[config.mk]
export PLATFORM = sky130hd
export DESIGN_NAME = gpio_port
export DESIGN_NICKNAME = d
export VERILOG_FILES = /design/src/rtl/gpio_port_pkg.sv /design/src/rtl/gpio_regs.sv /design/src/rtl/gpio_sync.sv /design/src/rtl/gpio_edge_irq.sv /design/src/rtl/gpio_port.sv
export SDC_FILE = /design/constraint.sdc
export NUM_CORES = 1
export LEC_CHECK = 0
export ABC_AREA = 1
export ABC_CLOCK_PERIOD_IN_PS = 1700
export BUFFER_PORTS_ARGS = -buffer_cell sky130_fd_sc_hd__buf_4
export CAP_MARGIN = 25
export CORE_MARGIN = 2
export CORE_UTILIZATION = 40
export DETAILED_ROUTE_END_ITERATION = 10
export PLACE_DENSITY = 0.65
export SLEW_MARGIN = 30
export SYNTH_ARGS = -nofsm -noshare
export SYNTH_HDL_FRONTEND = slang
export SYNTH_SLANG_ARGS = --single-unit
[constraint.sdc]
create_clock -name clk -period 1.7 [get_ports clk]
set_clock_uncertainty 0.1 [all_clocks]
set_input_delay 0.17 -clock clk [delete_from_list [all_inputs] [get_ports clk]]
set_output_delay 0.17 -clock clk [all_outputs]
set_load 0.03 [all_outputs]
[src/rtl/gpio_port_pkg.sv]
package gpio_port_pkg;

    localparam int ADDR_W = 3;

    typedef enum logic [ADDR_W-1:0] {
        REG_DATA = 3'd0,
        REG_DIR  = 3'd1,
        REG_PULL = 3'd2,
        REG_DIEN = 3'd3,
        REG_EMOD = 3'd4,
        REG_STAT = 3'd5
    } reg_addr_e;

    typedef enum logic [1:0] {
        EDGE_BOTH = 2'b00,
        EDGE_RISE = 2'b01,
        EDGE_FALL = 2'b10,
        EDGE_OFF  = 2'b11
    } edge_mode_e;

    typedef struct packed {
        logic rise;
        logic fall;
    } edge_ev_t;

    function automatic logic edge_hit(edge_mode_e mode, edge_ev_t ev);
        case (mode)
            EDGE_BOTH: return ev.rise | ev.fall;
            EDGE_RISE: return ev.rise;
            EDGE_FALL: return ev.fall;
            default:   return 1'b0;
        endcase
    endfunction

endpackage

[src/rtl/gpio_regs.sv]
module gpio_regs
    import gpio_port_pkg::*;
#(
    parameter int W = 8
) (
    input  logic              clk,
    input  logic              rst,
    input  logic              wr_en,
    input  logic [ADDR_W-1:0] addr,
    input  logic [W-1:0]      wdata,
    output logic [W-1:0]      out_q,
    output logic [W-1:0]      dir_q,
    output logic [W-1:0]      pull_q,
    output logic [W-1:0]      dien_q,
    output edge_mode_e        emod_q,
    output logic              ack
);
    always_ff @(posedge clk) begin
        if (rst) begin
            out_q  <= '0;
            dir_q  <= '0;
            pull_q <= '0;
            dien_q <= '1;
            emod_q <= EDGE_BOTH;
        end else if (wr_en) begin
            case (reg_addr_e'(addr))
                REG_DATA: out_q  <= wdata;
                REG_DIR:  dir_q  <= wdata;
                REG_PULL: pull_q <= wdata;
                REG_DIEN: dien_q <= wdata;
                REG_EMOD: emod_q <= edge_mode_e'(wdata[1:0]);
                default:  ;
            endcase
        end
    end

    assign ack = wr_en && (reg_addr_e'(addr) == REG_STAT) && wdata[0];


    reset_dien_chk: assert property (@(posedge clk) rst |=> (dien_q == '1));
endmodule

[src/rtl/gpio_sync.sv]
module gpio_sync #(
    parameter int W      = 8,
    parameter int STAGES = 2
) (
    input  logic         clk,
    input  logic         rst,
    input  logic [W-1:0] d,
    output logic [W-1:0] q,
    output logic [W-1:0] q_prev
);
    logic [W-1:0] stage [STAGES+1];

    assign stage[0] = d;

    for (genvar s = 1; s <= STAGES; s++) begin : g_stage
        always_ff @(posedge clk) begin
            if (rst) stage[s] <= '0;
            else     stage[s] <= stage[s-1];
        end
    end

    always_ff @(posedge clk) begin
        if (rst) q_prev <= '0;
        else     q_prev <= stage[STAGES];
    end

    assign q = stage[STAGES];


    sync_delay_chk: assert property (@(posedge clk) disable iff (rst)
        !$past(rst) |-> (q_prev == $past(q)));
endmodule

[src/rtl/gpio_edge_irq.sv]
module gpio_edge_irq
    import gpio_port_pkg::*;
#(
    parameter int W   = 8,
    parameter int PIN = 0
) (
    input  logic         clk,
    input  logic         rst,
    input  logic [W-1:0] lvl,
    input  logic [W-1:0] lvl_prev,
    input  logic [W-1:0] dien,
    input  edge_mode_e   mode,
    input  logic         ack,
    output logic         flag
);
    edge_ev_t ev;
    logic     hit;

    always_comb begin
        ev.rise = dien[PIN] &  lvl[PIN] & ~lvl_prev[PIN];
        ev.fall = dien[PIN] & ~lvl[PIN] &  lvl_prev[PIN];
        hit     = edge_hit(mode, ev);
    end

    always_ff @(posedge clk) begin
        if (rst) flag <= 1'b0;
        else     flag <= (flag & ~ack) | hit;
    end


    flag_hold_chk: assert property (@(posedge clk) disable iff (rst)
        (flag && !ack) |=> flag);

    ack_edge_keep_chk: assert property (@(posedge clk) disable iff (rst)
        hit |=> flag);

    mode_off_chk: assert property (@(posedge clk) disable iff (rst)
        (mode == EDGE_OFF && !flag) |=> !flag);
endmodule

[src/rtl/gpio_port.sv]
module gpio_port
    import gpio_port_pkg::*;
#(
    parameter int W       = 8,
    parameter int IRQ_PIN = 0
) (
    input  logic              clk,
    input  logic              rst,
    input  logic              bus_wr,
    input  logic [ADDR_W-1:0] bus_addr,
    input  logic [W-1:0]      bus_wdata,
    output logic [W-1:0]      bus_rdata,
    input  logic [W-1:0]      pad_in,
    output logic [W-1:0]      pad_out,
    output logic [W-1:0]      pad_oe,
    output logic [W-1:0]      pad_pu,
    output logic              wake,
    output logic              irq
);
    logic [W-1:0] out_q, dir_q, pull_q, dien_q, lvl, lvl_prev, rd_pins;
    edge_mode_e   emod_q;
    logic         ack;

    gpio_regs #(.W(W)) i_regs (
        .clk(clk), .rst(rst), .wr_en(bus_wr), .addr(bus_addr), .wdata(bus_wdata),
        .out_q(out_q), .dir_q(dir_q), .pull_q(pull_q), .dien_q(dien_q),
        .emod_q(emod_q), .ack(ack)
    );

    gpio_sync #(.W(W), .STAGES(2)) i_sync (
        .clk(clk), .rst(rst), .d(pad_in), .q(lvl), .q_prev(lvl_prev)
    );

    gpio_edge_irq #(.W(W), .PIN(IRQ_PIN)) i_irq (
        .clk(clk), .rst(rst), .lvl(lvl), .lvl_prev(lvl_prev), .dien(dien_q),
        .mode(emod_q), .ack(ack), .flag(irq)
    );

    for (genvar b = 0; b < W; b++) begin : g_pin
        always_comb begin
            if (dir_q[b])       rd_pins[b] = out_q[b];
            else if (dien_q[b]) rd_pins[b] = lvl[b];
            else                rd_pins[b] = 1'b1;
        end
    end

    always_comb begin
        case (reg_addr_e'(bus_addr))
            REG_DATA: bus_rdata = rd_pins;
            REG_DIR:  bus_rdata = dir_q;
            REG_PULL: bus_rdata = pull_q;
            REG_DIEN: bus_rdata = dien_q;
            REG_EMOD: bus_rdata = {{(W-2){1'b0}}, emod_q};
            REG_STAT: bus_rdata = {{(W-1){1'b0}}, irq};
            default:  bus_rdata = '0;
        endcase
    end

    assign pad_out = out_q;
    assign pad_oe  = dir_q;
    assign pad_pu  = pull_q & ~dir_q;
    assign wake    = |((lvl ^ lvl_prev) & ~dir_q & dien_q);


    dir_write_oe_chk: assert property (@(posedge clk) disable iff (rst)
        (bus_wr && bus_addr == REG_DIR) |=> (pad_oe == $past(bus_wdata)));

    gated_read_chk: assert property (@(posedge clk) disable iff (rst)
        (bus_addr == REG_DATA && dien_q == '0 && dir_q == '0) |-> (bus_rdata == '1));

    wake_input_chk: assert property (@(posedge clk) disable iff (rst)
        wake |-> ((~dir_q & dien_q) != '0));
endmodule

==> qor.log <==
INFO  setup_path     cp_data_arrival_time=1350ps
INFO  layout         finalCoreUtilization=0.545
INFO  routing        drt-vias-per-instance=4.43
INFO  power          power_leakage=1.93nW
INFO  layout         final.fill_count=679
INFO  place          io_buffer_count=55
INFO  layout         post_route_cells_drive_above_1_share=0.212
INFO  sta            slew-limit-headroom=0.654
INFO  routing        dr.first_iter.drc_count=182
INFO  sta            setup_viol=0
INFO  yosys          post_synth_inst_count=444
INFO  yosys          synth.avg_cell_area=6.48um^2
INFO  yosys          synthesized_cell_area=2880um^2
INFO  setup_path     cp_slowest_stage_delay=370ps
INFO  sta            period_utilization_post_route=0.952
INFO  place          dp.final_hpwl=4980um
INFO  yosys          synthesis.nets=466
INFO  sta            hold_viol_final=0
INFO  grt            globalRouteTotalUtil=0.189
INFO  floorplan      ios=56
INFO  power          p_per_area=864nW/um^2
INFO  floorplan      initial_core_util=0.419
INFO  grt            use_met3=0.0280
INFO  setup_path     r2r_cells=4
INFO  cts            cts_htree_levels=3
INFO  layout         antenna-diode-count=0
INFO  setup_path     buffers_and_inverters_on_the_worst_path=1
INFO  place          finalWeightedCongestion=0.853
INFO  setup_path     worst_reg_to_reg_setup_slack=780ps
INFO  sta            fmaxAchievable=618MHz
INFO  status         outcome=finished clean
INFO  cts            clk_root_buffer_cell=sky130_fd_sc_hd__clkbuf_8
INFO  grt            number_of_global_route_vias_before_repair=2487
INFO  yosys          synth.ff_latch_count=59
INFO  sta            whs=182ps
INFO  setup_path     cell_breakdown_of_the_critical_path=nor2_1 -> nand2_1 -> nand3_1 -> nand4_1 -> buf_4
INFO  hold_path      holdPathStages=4
INFO  floorplan      die_area=7890um^2
INFO  floorplan      floorplan.rows=30
INFO  routing        detail_route.wl_per_cell=11.0um
INFO  cts            clock-sinks=59
INFO  setup_path     cp-start-kind=flip-flop
INFO  floorplan      vertical_extent_of_the_die=88.8um
INFO  layout         ff_latch_area=1190um^2
INFO  sta            tightest_slew=518ps
INFO  power          irDropWorstVdd=0.402mV
INFO  sta            timing.final.max_slew_violations=0
INFO  cts            clk_pin_slew=70ps
INFO  hold_path      hold_path_class=in2reg
INFO  grt            grt_start_max_net_pins=34
INFO  hold_path      hp-start=bus_wr
INFO  yosys          synth-seq-area-share=0.411
INFO  flow_run       drv.max_cap_violation_count=0
INFO  cts            ctsLongestPathBuffers=2
INFO  layout         nets=540
INFO  layout         syn2layout_area_growth=30.1%
INFO  routing        route.detailed.drc=0
INFO  routing        postRouteAntennaNets=0
INFO  grt            grt_busiest_layer=met2
INFO  grt            antenna_found_initial=0
INFO  setup_path     worst_path_max_delay_cell=sky130_fd_sc_hd__dfxtp_1
INFO  sta            layout_min_cycle_time=1620ps
INFO  layout         multi_input_logic_area=1310um^2
INFO  setup_path     path_delay_family=simple AND/OR/NAND/NOR gates
INFO  routing        drtPass1Iterations=4
INFO  floorplan      std_cell_core_area=6870um^2
INFO  setup_path     worst_setup_path_class=reg2out
INFO  setup_path     crit_path_max_fanout=6
INFO  sta            rsz0062_at_grt=false
INFO  hold_path      hold_end=i_regs.dir_q[7]$_SDFFE_PP0P_
INFO  cts            clock_tree_from_tritoncts=yes
INFO  setup_path     r2r-start=i_sync.q[0]$_SDFF_PP0_
INFO  grt            grt_use_met2=0.294
INFO  setup_path     end_kind=output pin
INFO  grt            groute.layer.met1.usage=0.263
INFO  yosys          number_of_distinct_standard_cells_referenced_by_the_synthesized_netlist=25
INFO  setup_path     timing.rr.end=i_irq.flag$_SDFF_PP0_
INFO  cts            total_cts_buffers=9
INFO  grt            grt_remaining_overflow=0
INFO  floorplan      die_width=88.8um
INFO  sta            finalSetupTns=0ps
INFO  routing        route.vias.total=2740
INFO  yosys          ys_warn_count=0
INFO  setup_path     critPathRequiredTime=1430ps
INFO  routing        route.final.wire_length=6840um
INFO  cts            clock_insertion_delay_worst_skew=330ps
INFO  grt            grt_first_pass_wirelength=11500um
INFO  setup_path     cp.depth=5
[Yosys cell counts]
cell type	n	area share
sky130_fd_sc_hd__inv_2	4	0.0052
sky130_fd_sc_hd__nor2_1	86	0.11
sky130_fd_sc_hd__nor3_1	2	0.0035
sky130_fd_sc_hd__nand3_1	55	0.096
sky130_fd_sc_hd__clkinv_4	1	0.0030
sky130_fd_sc_hd__nor2_4	2	0.0078
sky130_fd_sc_hd__nand2_1	116	0.15
sky130_fd_sc_hd__clkbuf_1	3	0.0039
sky130_fd_sc_hd__buf_2	3	0.0052
sky130_fd_sc_hd__nand4_1	6	0.013
sky130_fd_sc_hd__buf_4	2	0.0052
sky130_fd_sc_hd__nand3b_1	1	0.0026
sky130_fd_sc_hd__inv_4	1	0.0022
sky130_fd_sc_hd__nor2_2	10	0.022
sky130_fd_sc_hd__nand2_4	1	0.0039
sky130_fd_sc_hd__nand2_2	2	0.0043
sky130_fd_sc_hd__o21ai_0	1	0.0017
sky130_fd_sc_hd__inv_1	78	0.10
sky130_fd_sc_hd__nor3_4	2	0.011
sky130_fd_sc_hd__nand3_4	1	0.0061
sky130_fd_sc_hd__buf_1	3	0.0039
sky130_fd_sc_hd__a21oi_1	1	0.0017
sky130_fd_sc_hd__nor2_8	2	0.014
sky130_fd_sc_hd__dfxtp_1	59	0.41
sky130_fd_sc_hd__buf_6	2	0.0078
[worst max path at each step]
stage	slack (ps)	start	end
floorplan	360	bus_addr[2]	bus_rdata[2]
global placement	210	bus_addr[0]	bus_rdata[2]
detailed placement	180	bus_addr[0]	bus_rdata[2]
CTS	10	i_regs.dir_q[0]$_SDFFE_PP0P_	wake
global route	5	i_regs.dien_q[1]$_SDFFE_PP1P_	bus_rdata[1]
finish	80	i_regs.dir_q[2]$_SDFFE_PP0P_	bus_rdata[2]
[cell type report]
cell class,instances,share of cell area
Tap cell,96,0.0321
Inverter,84,0.0862
Clock buffer,11,0.0378
Sequential cell,59,0.318
Clock inverter,5,0.0140
Timing Repair Buffer,76,0.163
Multi-Input combinational cell,288,0.349
[cells by family after synthesis]
kind of cell           after synthesis  share of synthesized area
AO/OA/AOI/OAI                        2                    0.00348
flip-flops                          59                      0.411
AND/OR/NAND/NOR                    286                      0.448
buffers and inverters               97                      0.138
[where the power goes]
| group | internal (mW) | switching [mW] | total [mW] | leakage, nW |
|---|---|---|---|---|
| Sequential | 1.44 | 0.0382 | 1.47 | 0.484 |
| Combinational | 0.195 | 0.307 | 0.502 | 1.35 |
| Clock | 0.709 | 0.550 | 1.26 | 0.0991 |
| Total | 2.34 | 0.896 | 3.24 | 1.93 |
[stage by stage]
step / total power, mW / worst slack, ps / instance area [um^2] / instances
finish: 3.24 / 81.0 / 3740 / 619
global route: 3.42 / 5.35 / 3740 / 619
CTS: 3.26 / 13.7 / 3730 / 619
floorplan: 1.81 / 360 / 2880 / 444
global placement: 1.97 / 212 / 3370 / 587
detailed placement: 1.98 / 176 / 3370 / 587
[placed cells by master (no fill, tap or decap)]
cell,Yosys,layout
sky130_fd_sc_hd__nand2_1,116,116
sky130_fd_sc_hd__nor2_1,86,84
sky130_fd_sc_hd__inv_1,78,77
sky130_fd_sc_hd__buf_4,2,60
sky130_fd_sc_hd__nand3_1,55,55
sky130_fd_sc_hd__dfxtp_1,59,53
sky130_fd_sc_hd__dlygate4sd3_1,0,16
sky130_fd_sc_hd__nor2_2,10,12
sky130_fd_sc_hd__clkbuf_8,0,10
sky130_fd_sc_hd__nand4_1,6,6
sky130_fd_sc_hd__dfxtp_2,0,6
sky130_fd_sc_hd__inv_2,4,5
sky130_fd_sc_hd__clkinv_2,0,3
sky130_fd_sc_hd__nor2_4,2,2
sky130_fd_sc_hd__nand2_2,2,2
sky130_fd_sc_hd__nor3_4,2,2
sky130_fd_sc_hd__nor2_8,2,2
sky130_fd_sc_hd__nor3_2,0,1
sky130_fd_sc_hd__nor3_1,2,1
sky130_fd_sc_hd__inv_4,1,1
sky130_fd_sc_hd__nand3_4,1,1
sky130_fd_sc_hd__clkinv_4,1,1
sky130_fd_sc_hd__nand2_4,1,1
sky130_fd_sc_hd__nand3b_1,1,1
sky130_fd_sc_hd__a21oi_1,1,1
sky130_fd_sc_hd__o21ai_0,1,1
sky130_fd_sc_hd__bufinv_16,0,1
sky130_fd_sc_hd__clkinvlp_4,0,1
sky130_fd_sc_hd__clkbuf_1,3,1
[per-layer routing]
metal,up-vias,part of all wire
li1,1470,-
met1,1187,0.49
met2,69,0.45
met3,14,0.039
met4,0,0.016
met5,-,0
[worst reg2reg max path: cells and delay by family, from the launching register on]
| family | cells | cell delay, ps |
|---|---|---|
| AO/OA/AOI/OAI | 1 | 130 |
| flip-flops | 1 | 400 |
| AND/OR/NAND/NOR | 3 | 240 |
[registers in the layout, indices dropped and copies added (netlist names)]
register and count:
i_sync.q_prev 8, i_regs.dir_q 8, i_sync.stage 8, i_irq.flag 1, i_regs.out_q 8, i_regs.pull_q 8
i_regs.dien_q 8, i_regs.emod_q 2, i_sync.q 8
[timing repair]
| item | CTS | global route |
|---|---|---|
| hold buffers | 16 | 0 |
| setup buffers | 0 | 0 |
| cloned | 0 | 0 |
| setup endpoints to repair | 1 | 4 |
| gates resized for setup | 1 | 9 |
| endpoints found under the hold margin | 17 | 0 |
(Power assumes the default switching activity.)
